--- src/rtl/scdac_pkg.sv ---
package scdac_pkg;
  localparam int CODE_W = 13;
  localparam int MAG_W  = CODE_W - 1;
  localparam int NPH    = 4;

  typedef enum logic [1:0] {
    PH_NEWVAL = 2'd0,
    PH_SETTLE = 2'd1,
    PH_BUFOUT = 2'd2,
    PH_HOLD   = 2'd3
  } phase_e;

  typedef struct packed {
    logic             sign;
    logic [MAG_W-1:0] mag;
  } sm_t;
endpackage

--- src/rtl/scdac_fmt_conv.sv ---
module scdac_fmt_conv
  import scdac_pkg::*;
(
  input  logic              fmt_sm,
  input  logic [CODE_W-1:0] code,
  output sm_t               sm
);
  localparam logic [CODE_W-1:0] MOST_NEG = {1'b1, {MAG_W{1'b0}}};
  logic [CODE_W-1:0] negated;

  always_comb begin
    negated = ~code + 1'b1;
    if (fmt_sm) begin
      // negative zero folds onto zero
      sm.sign = code[CODE_W-1] & (|code[MAG_W-1:0]);
      sm.mag  = code[MAG_W-1:0];
    end else if (code[CODE_W-1]) begin
      sm.sign = 1'b1;
      sm.mag  = (code == MOST_NEG) ? {MAG_W{1'b1}} : negated[MAG_W-1:0];
    end else begin
      sm.sign = 1'b0;
      sm.mag  = code[MAG_W-1:0];
    end
  end
endmodule

--- src/rtl/scdac_phase_gen.sv ---
module scdac_phase_gen
  import scdac_pkg::*;
(
  input  logic           clk,
  input  logic           rst_n,
  input  logic           tick,
  output logic [NPH-1:0] ph_en,
  output logic           nv_start,
  output logic           bo_start,
  output logic           in_newval
);
  phase_e ph;

  always_ff @(posedge clk) begin
    if (!rst_n)    ph <= PH_HOLD;
    else if (tick) ph <= phase_e'(ph + 2'd1);
  end

  for (genvar i = 0; i < NPH; i++) begin : g_en
    assign ph_en[i] = (ph == phase_e'(i));
  end

  assign nv_start  = tick && (ph == PH_HOLD);
  assign bo_start  = tick && (ph == PH_SETTLE);
  assign in_newval = (ph == PH_NEWVAL);
endmodule

--- src/rtl/scdac_strobe_qual.sv ---
module scdac_strobe_qual #(
  parameter int MIN_CYC = 2
) (
  input  logic clk,
  input  logic rst_n,
  input  logic strobe_async,
  output logic qual
);
  localparam int CW = $clog2(MIN_CYC + 1);
  localparam logic [CW-1:0] SAT  = CW'(MIN_CYC);
  localparam logic [CW-1:0] LAST = CW'(MIN_CYC - 1);

  logic          s1, s2;
  logic [CW-1:0] cnt;

  always_ff @(posedge clk) begin
    if (!rst_n) begin
      s1  <= 1'b0;
      s2  <= 1'b0;
      cnt <= '0;
    end else begin
      s1 <= strobe_async;
      s2 <= s1;
      if (!s2)             cnt <= '0;
      else if (cnt != SAT) cnt <= cnt + 1'b1;
    end
  end

  // fires once per pulse, on its MIN_CYC-th high cycle
  assign qual = s2 && (cnt == LAST);
endmodule

--- src/rtl/scdac_seq.sv ---
module scdac_seq
  import scdac_pkg::*;
#(
  parameter int STB_MIN_CYC = 2
) (
  input  logic              clk,
  input  logic              rst_n,
  input  logic              sc_tick,
  input  logic              fmt_sm,
  input  logic              strobe_mode,
  input  logic              strobe_in,
  input  logic              drive_en,
  input  logic              wr_valid,
  output logic              wr_ready,
  input  logic [CODE_W-1:0] wr_code,
  output logic [NPH-1:0]    ph_en,
  output logic              dac_sign,
  output logic [MAG_W-1:0]  dac_mag,
  output logic              out_hiz,
  output logic              irq
);
  logic nv_start, bo_start, in_newval, stb_qual, armed, load;
  sm_t  conv, pend, cur;

  scdac_phase_gen u_phase (
    .clk(clk), .rst_n(rst_n), .tick(sc_tick), .ph_en(ph_en),
    .nv_start(nv_start), .bo_start(bo_start), .in_newval(in_newval)
  );

  scdac_fmt_conv u_conv (.fmt_sm(fmt_sm), .code(wr_code), .sm(conv));

  scdac_strobe_qual #(.MIN_CYC(STB_MIN_CYC)) u_stb (
    .clk(clk), .rst_n(rst_n), .strobe_async(strobe_in), .qual(stb_qual)
  );

  assign wr_ready = !in_newval;
  assign load     = nv_start && (!strobe_mode || armed);

  always_ff @(posedge clk) begin
    if (!rst_n) begin
      pend    <= '0;
      cur     <= '0;
      dac_sign <= 1'b0;
      dac_mag <= '0;
      armed   <= 1'b0;
      irq     <= 1'b0;
      out_hiz <= 1'b1;
    end else begin
      if (wr_valid && wr_ready) pend <= conv;
      if (load)                 cur  <= pend;
      if (bo_start) begin
        dac_sign <= cur.sign;
        dac_mag  <= cur.mag;
      end
      if (!strobe_mode) armed <= 1'b0;
      else              armed <= (armed && !nv_start) || stb_qual;
      irq     <= load;
      out_hiz <= !drive_en;
    end
  end
endmodule

--- config.mk ---
export PLATFORM = sky130hd
export DESIGN_NAME = scdac_seq
export DESIGN_NICKNAME = d
export VERILOG_FILES = /design/src/rtl/scdac_pkg.sv /design/src/rtl/scdac_fmt_conv.sv /design/src/rtl/scdac_phase_gen.sv /design/src/rtl/scdac_strobe_qual.sv /design/src/rtl/scdac_seq.sv
export SDC_FILE = /design/constraint.sdc
export NUM_CORES = 1
export LEC_CHECK = 0
export ABC_AREA = 1
export CORE_MARGIN = 1
export CORE_UTILIZATION = 50
export CTS_CLUSTER_DIAMETER = 150
export DETAILED_ROUTE_END_ITERATION = 8
export GPL_TIMING_DRIVEN = 1
export PLACE_DENSITY = 0.83
export SYNTH_ARGS = -nofsm -noshare
export SYNTH_HDL_FRONTEND = slang
export SYNTH_SLANG_ARGS = --single-unit
--- constraint.sdc ---
create_clock -name clk -period 2.5 [get_ports clk]
set_input_delay 0.75 -clock clk [delete_from_list [all_inputs] [get_ports clk]]
set_output_delay 0.75 -clock clk [all_outputs]
set_load 0.01 [all_outputs]
After elaboration in Yosys (flattened, before gate mapping)
Cells that the tools add are included.

word-level totals
  register bits = 48

operators by class
  bitwise operators = 2
  multiplexer cells = 3
  eq/ne operators = 6
  add/subtract/negate cells = 3
  reductions and logical operators = 16

operators by type and width
  cell                   count
  $mux 13                2
  $eq 13x13->1 const B   1
  $add 12x1->12 const B  1
  $mux 12                1
  $not 12->12            1
  $reduce_or 12->1       1
  $logic_and 1x1->1      6
  $add 2x1->2 const B    2
  $eq 2x1->1 const B     2
  $eq 2x2->1 const B     2
  $logic_not 1->1        4
  $reduce_and 2->1       2
  $logic_not 2->1        1
  $logic_or 1x1->1       2
  $ne 2x2->1 const B     1
  $and 1x1->1            1

Depth between registers and ports, before layout
Gate-level depths: netlist of run 1.

  word-level depth = 5
  depth in mapped cells = 10

Modules after synthesis
From an unflattened synthesis of run 1, not the netlist that was laid out.

second synthesis, totals
  cell total of the unflattened synthesis = 339
  area, all modules = 2,398.6 um^2

modules (own cells, without submodules)
  module             times used  area each (um^2)  cells each  sequential area each (um^2)
  scdac_seq          1           1,639.1           210         840.8
  scdac_fmt_conv     1           437.9             85          0.0
  scdac_strobe_qual  1           172.7             24          80.1
  scdac_phase_gen    1           148.9             20          40.0

Least setup slack after synthesis of run 1
OpenSTA, ideal clock, no wires.

  path kind = input port to flip-flop
  from = input port wr_code[0]
  to = register pend[9] in the netlist's numbering
  cell stages on the path = 10
  path buffers = 0
  path slack = 0.801 ns
  setup time = 0.056 ns
  arrival = 1.643 ns
  cells stage by stage = inv_1 ha_1 nand3_2 nor2_4 nand3_4 nand2_4 inv_2 nand3_1 nand2_1 inv_1

on the way
  word-level cells in the longest chain between the ends = 5
  elaborated cells between the ends (all ways) = 6
  classes of those cells = add/sub (1); eq/ne (1); mux (3); bitwise (1)

RTL lines
  item                  line                  text
  start, declared       scdac_seq.sv:15       input logic [CODE_W-1:0] wr_code,
  $not 12->12           scdac_fmt_conv.sv:12  negated = ~code + 1'b1;
  $add 12x1->12         scdac_fmt_conv.sv:12
  $mux 12 (*)           scdac_fmt_conv.sv:19  sm.mag = (code == MOST_NEG) ? {MAG_W{1'b1}} : negated[MAG_W-1:0];
  $mux 13 (*)           scdac_fmt_conv.sv:17  end else if (code[CODE_W-1]) begin
  $mux 13 (*)           scdac_fmt_conv.sv:13  if (fmt_sm) begin
  end signal, assigned  scdac_seq.sv:49       if (wr_valid && wr_ready) pend <= conv;
  end, declared         scdac_seq.sv:23       sm_t conv, pend, cur;

Every way passes the cells marked *; elsewhere a longest branch is shown, timed or not.
A chain may end at the register's enable or synchronous reset.

Final worst setup path of run 1
  from = register u_phase.ph[0]
  to = output port wr_ready

on the way
  word-level cells in the longest chain between the ends = 2

RTL lines
  item                    line                   text
  start, declared         scdac_phase_gen.sv:12  phase_e ph;
  start signal, assigned  scdac_phase_gen.sv:16  else if (tick) ph <= phase_e'(ph + 2'd1);
  $logic_not 2->1         scdac_phase_gen.sv:25  assign in_newval = (ph == PH_NEWVAL);
  $logic_not 1->1         scdac_seq.sv:36        assign wr_ready = !in_newval;
  end, declared           scdac_seq.sv:14        output logic wr_ready,

No other way between the ends.

==> out/qor.yml, run 1 <==
clock_network:
  cts_root_buf: "clkbuf_8"
  clk_path_buf_depth: 2
  cts_resized: 0
  tritoncts: "built"
  hold_buffers: 0
  cts_setup_buffers: 0
  cts_max_level: 2
  cts_sinks: 48
  clkLatencyLatePin_ns: 0.30
  cts_buffers: 5
  clk_pin_slew_ns: 0.08
sta:
  hold_violations: 0
  slew_headroom_pct: 72.5
  setup_viol: 0
  clock_skew_ns: 0.00375
  fin_crit_sh_pct: 93.3
  setup_tns_ns: 0
  slew_violations: 0
  hold_slack_ns: 0.416
  max_freq_mhz: 429
  period_minus_slack_ns: 2.33
  worstMarginPinSlew_ns: 0.411
  rsz0062_at_grt: "no"
cells_and_area:
  fin_nets: 360
  fin_util_pct: 65.9
  synthToLayoutAreaGrowth_pct: 25.0
  final.fill_count: 348
  multi_input_area_um2: 998
  drive_gt1_share_pct: 8.71
  layout.area.seq_um2: 961
  n_antenna_cell: 0
  layout.cells.non_filler: 383
floorplan:
  start_util_pct: 52.7
  io-pin-count: 41
  fp.dieH_um: 67.4
  die_w_um: 67.4
  core-area_mm2: 0.00406
  row_count: 23
  die_area_mm2: 0.00454
power_and_ir_drop:
  power_frac_seq_pct: 53.8
  powerDensity_mw_per_mm2: 584
  clkPwrFrac_pct: 29.6
  ir_drop_v: 0.000264
  p_leak_nw: 1.19
  power_switching_share_pct: 25.7
  p_int_w: 0.00116
  total_power_w: 0.00156
  comb_power_share_pct: 16.6
  power.switching_w: 0.000401
detailed_routing:
  via_per_inst: 4.83
  vias: 1851
  drc: 0
  drt-pass1-iter-count: 4
  wl_per_cell_um: 10.6
  wl_um: 4050
  drtIter0Drc: 131
  ant_nets: 0
setup_path:
  arrival_ns: 1.58
  worst_setup_path_end_kind: "output port"
  crit_path_max_fanout: 4
  crit_path_start_kind: "flop"
  critPathKind: "reg -> out"
  worstPathRequired_ns: 1.75
grt:
  grt_antenna_before_repair: 0
  grt_pass1_vias: 1702
  grt_max_degree: 22
  grtUsageMet1_pct: 25.1
  use_met3_pct: 4.73
  grt_overflow_total: 0
  grt-busiest-layer: "met2"
  grt_util_all_layers_pct: 20.8
  met2_usage_pct: 35.9
  grt_pass1_wl_um: 7130
synthesis:
  yosys-top-cells-area: "dfxtp_1 (45%), nor2_1 (14%), o21ai_0 (9.4%)"
  syn_nets: 319
  synthFlopType: "dfxtp_1"
  async_flop_share_pct: 0
  synth-edff-count: 0
  synth_commonest_cells: "nor2_1 (78), dfxtp_1 (48), o21ai_0 (40)"
  synth_area_leader_cell: "dfxtp_1"
  synth_most_common_cell: "nor2_1"
  ys_seq_area_share_pct: 44.9
  synthCells: 291
  synth_top_area_share_pct: 44.9
  yosys_register_bits: 48
  syn-mean-instance-area_um2: 7.35
  synth_warnings: 0
  syn_area_mm2: 0.00214
  ys_types: 29
place:
  port_buffers: 40
  hpwl_um: 3160
  dp.cells: 375
  gp_congestion: 0.895
worst_hold_path:
  worstHoldPathType: "reg -> reg"
run_status:
  status: "finished clean"
run:
  maxCapViolations: 0
## worst paths after layout
kind,startpoint,slack [ns],depth (start not counted),end
max,u_phase.ph[0]$_SDFFE_PN1P_,0.17,4,wr_ready
min,u_stb.s1$_SDFF_PN0_,0.42,2,u_stb.s2$_SDFF_PN0_
max reg2reg,u_phase.ph[0]$_SDFFE_PN1P_,0.98,10,pend[11]$_SDFFE_PN0P_
min reg2reg,u_stb.s1$_SDFF_PN0_,0.42,2,u_stb.s2$_SDFF_PN0_
## worst max-delay path, cell delays in order, from the launching register on
cell and delay [ns]:
dfxtp_1 0.36, inv_1 0.10, ha_1 0.22, inv_1 0.07, clkdlybuf4s50_1 0.53
## layer usage
| layer | part of all wire, % | vias up |
|---|---|---|
| met3 | 3.3 | 5 |
| met1 | 46 | 812 |
| met4 | 1.0 | 0 |
| met2 | 49 | 44 |
| li1 | - | 990 |
| met5 | 0 | - |
## metrics by stage
step           instance area, um^2  worst slack, ns
2_1_floorplan                 2140            0.801
5_1_grt                       2670           0.0844
4_1_cts                       2670            0.158
3_3_place_gp                  2580            0.288
3_5_place_dp                  2580            0.241
6_report                      2670            0.168
## final cells by class
type / count / share of cell area (%)
clock inverter: 2 / 0.375
sequential: 48 / 36.0
multi-input combinational: 200 / 37.4
tap: 50 / 2.34
timing repair buffer: 45 / 16.4
inverter: 32 / 4.49
clock buffer: 6 / 3.09
## layout by cell type (no fill, tap or decap)
cell	n
nand3_1	10
nor2_4	2
xor2_1	2
buf_4	5
clkdlybuf4s50_1	40
o21ai_2	1
dfxtp_1	48
nand3_4	1
inv_2	2
nor2_2	4
a211oi_1	1
ha_1	7
nand3_2	1
nand2_2	2
nor2_1	78
a21oi_4	1
nand2_4	1
o21ai_1	2
nand2_1	34
xnor2_1	3
a21oi_1	8
a31o_2	1
clkinv_2	2
nand4_1	1
clkbuf_8	6
inv_1	30
o21ai_0	40
## cell families after synthesis
kind of cell	after synthesis	share of synthesized area, %
flops	48	44.9
xor+xnor	5	2.05
simple gates	134	26.9
buf+inv	43	8.37
fa+ha+maj	7	4.10
compound gates	54	13.6
## state kept, by name, summed over array words and instances (netlist names)
signal	cells
armed	1
cur	13
dac_mag	12
dac_sign	1
irq	1
out_hiz	1
pend	13
u_phase.ph	2
u_stb.cnt	2
u_stb.s1	1
u_stb.s2	1
## power groups by stage
stage	sequential [W]	combinational, W	clock (W)
after floorplan	0.000858	0.000147	0
after global placement	0.000855	0.000254	0
after detailed placement	0.000857	0.000260	0
after CTS	0.000840	0.000262	0.000473
after global routing	0.000847	0.000295	0.000513
final	0.000839	0.000259	0.000461
Note: power is estimated with default switching activity, not from simulation.
==> run 2: changes to the inputs <==
CORE_ASPECT_RATIO = 1.25   (was default)
==> run 2 against run 1 <==
Compared with the run above: utilization down 1.0 points; critical path type unchanged; die area hardly changed; register-to-register slack got worse by 0.16 ns; sequential power hardly changed; clock skew rose by 0.0032 ns; first-iteration DRC count decreased by 53%; maximum frequency rose by 0.12%; final cell count rose by 1.0%; final area decreased by 0.56%; critical path depth unchanged; combinational power about the same; via count decreased by 0.97%.
==> out/qor.yml, run 2 (same netlist as run 1, synthesis figures left out) <==
floorplan:
  start_util_pct: 52.2
  io-pin-count: 41
  fp.dieH_um: 75.1
  row_count: 26
  die_w_um: 60.5
  core-area_mm2: 0.00410
  die_area_mm2: 0.00454
setup_path:
  r2r_start: "u_phase.ph[0]$_SDFFE_PN1P_"
  arrival_ns: 1.58
  worstPathRequired_ns: 1.75
  crit_path_start_kind: "flop"
  critPathKind: "reg -> out"
  worst_setup_path_end_kind: "output port"
  crit_start: "u_phase.ph[0]$_SDFFE_PN1P_"
  crit_path_max_fanout: 4
clock_network:
  cts_resized: 0
  clk_pin_slew_ns: 0.08
  clk_path_buf_depth: 2
  cts_root_buf: "clkbuf_8"
  cts_buffers: 5
  clkLatencyLatePin_ns: 0.29
  cts_setup_buffers: 0
  tritoncts: "built"
  cts_sinks: 48
  hold_buffers: 0
  cts_max_level: 2
place:
  hpwl_um: 3070
  dp_slack_ns: 0.222
  port_buffers: 40
  gp_congestion: 0.870
detailed_routing:
  vias: 1833
  drt-pass1-iter-count: 4
  drtIter0Drc: 61
  drc: 0
  wl_um: 3890
  ant_nets: 0
  via_per_inst: 4.74
  wl_per_cell_um: 10.1
cells_and_area:
  fin_util_pct: 64.8
  layout_common_cells: "nor2_1 (78), dfxtp_1 (48), o21ai_0 (40), clkdlybuf4s50_1 (40), nand2_1 (34)"
  drive_gt1_share_pct: 7.85
  reg_top3: "cur (13), pend (13), dac_mag (12)"
  fin_nets: 359
  multi_input_area_um2: 998
  final_common_cell: "nor2_1"
  layout.area.seq_um2: 961
  final.fill_count: 368
  synthToLayoutAreaGrowth_pct: 24.3
  n_antenna_cell: 0
worst_hold_path:
  worstHoldPathType: "reg -> reg"
  hp-start: "u_stb.s1$_SDFF_PN0_"
sta:
  setup_viol: 0
  worstMarginPinSlew_ns: 0.413
  fin_ws_ns: 0.170
  fin_crit_sh_pct: 93.2
  slew_headroom_pct: 72.4
  hold_slack_ns: 0.420
  period_minus_slack_ns: 2.33
  slew_violations: 0
  clock_skew_ns: 0.00698
  hold_violations: 0
  rsz0062_at_grt: "no"
  setup_tns_ns: 0
  max_freq_mhz: 429
run_status:
  status: "finished clean"
grt:
  grt-busiest-layer: "met2"
  met2_usage_pct: 36.1
  grt_max_degree: 21
  grt_pass1_wl_um: 6860
  grt_util_all_layers_pct: 20.4
  grt_antenna_before_repair: 0
  grtUsageMet1_pct: 21.2
  grt_overflow_total: 0
  grt_pass1_vias: 1694
  use_met3_pct: 4.30
power_and_ir_drop:
  ir_drop_v: 0.000262
  p_leak_nw: 1.18
  powerDensity_mw_per_mm2: 568
run:
  maxCapViolations: 0
## run 2: final timing paths
path / end / slack [ns] / cells past startpoint
max: wr_ready / 0.17 / 4
min: u_stb.s2$_SDFF_PN0_ / 0.42 / 2
max reg2reg: pend[1]$_SDFFE_PN0P_ / 0.82 / 8
min reg2reg: u_stb.s2$_SDFF_PN0_ / 0.42 / 2
## run 2: area by class of cell
type | count | area share, %
Multi-Input combinational cell | 200 | 37.6
Sequential cell | 48 | 36.2
Tap cell | 56 | 2.64
Clock buffer | 6 | 2.73
Timing Repair Buffer | 44 | 16.2
Clock inverter | 1 | 0.188
Inverter | 32 | 4.52
## run 2: routing by layer
| metal | part of all wire [%] | vias up | routed length (um) |
|---|---|---|---|
| li1 | - | 988 | - |
| met5 | 0 | - | 0 |
| met3 | 2.9 | 10 | 111 |
| met1 | 45 | 794 | 1770 |
| met2 | 49 | 41 | 1890 |
| met4 | 3.2 | 0 | 124 |
## run 2: critical path: stages, from the launching register on
cell             delay, ns
dfxtp_1               0.37
inv_1                 0.10
ha_1                  0.22
inv_1                 0.07
clkdlybuf4s50_1       0.53
## run 2: stage by stage
stage | instances | cell area [um^2] | power, W
finish | 387 | 2660 | 0.00151
global route | 387 | 2660 | 0.00160
CTS | 387 | 2660 | 0.00153
detailed placement | 380 | 2580 | 0.00111
global placement | 380 | 2580 | 0.00111
floorplan | 291 | 2140 | 0.00100
## run 2: power by group
part	internal, W	switching [W]	leakage (nW)	total, W
sequential	0.000815	0.0000229	0.394	0.000838
clock	0.000190	0.000225	0.0410	0.000415
combinational	0.000122	0.000136	0.741	0.000258
total	0.00113	0.000383	1.18	0.00151
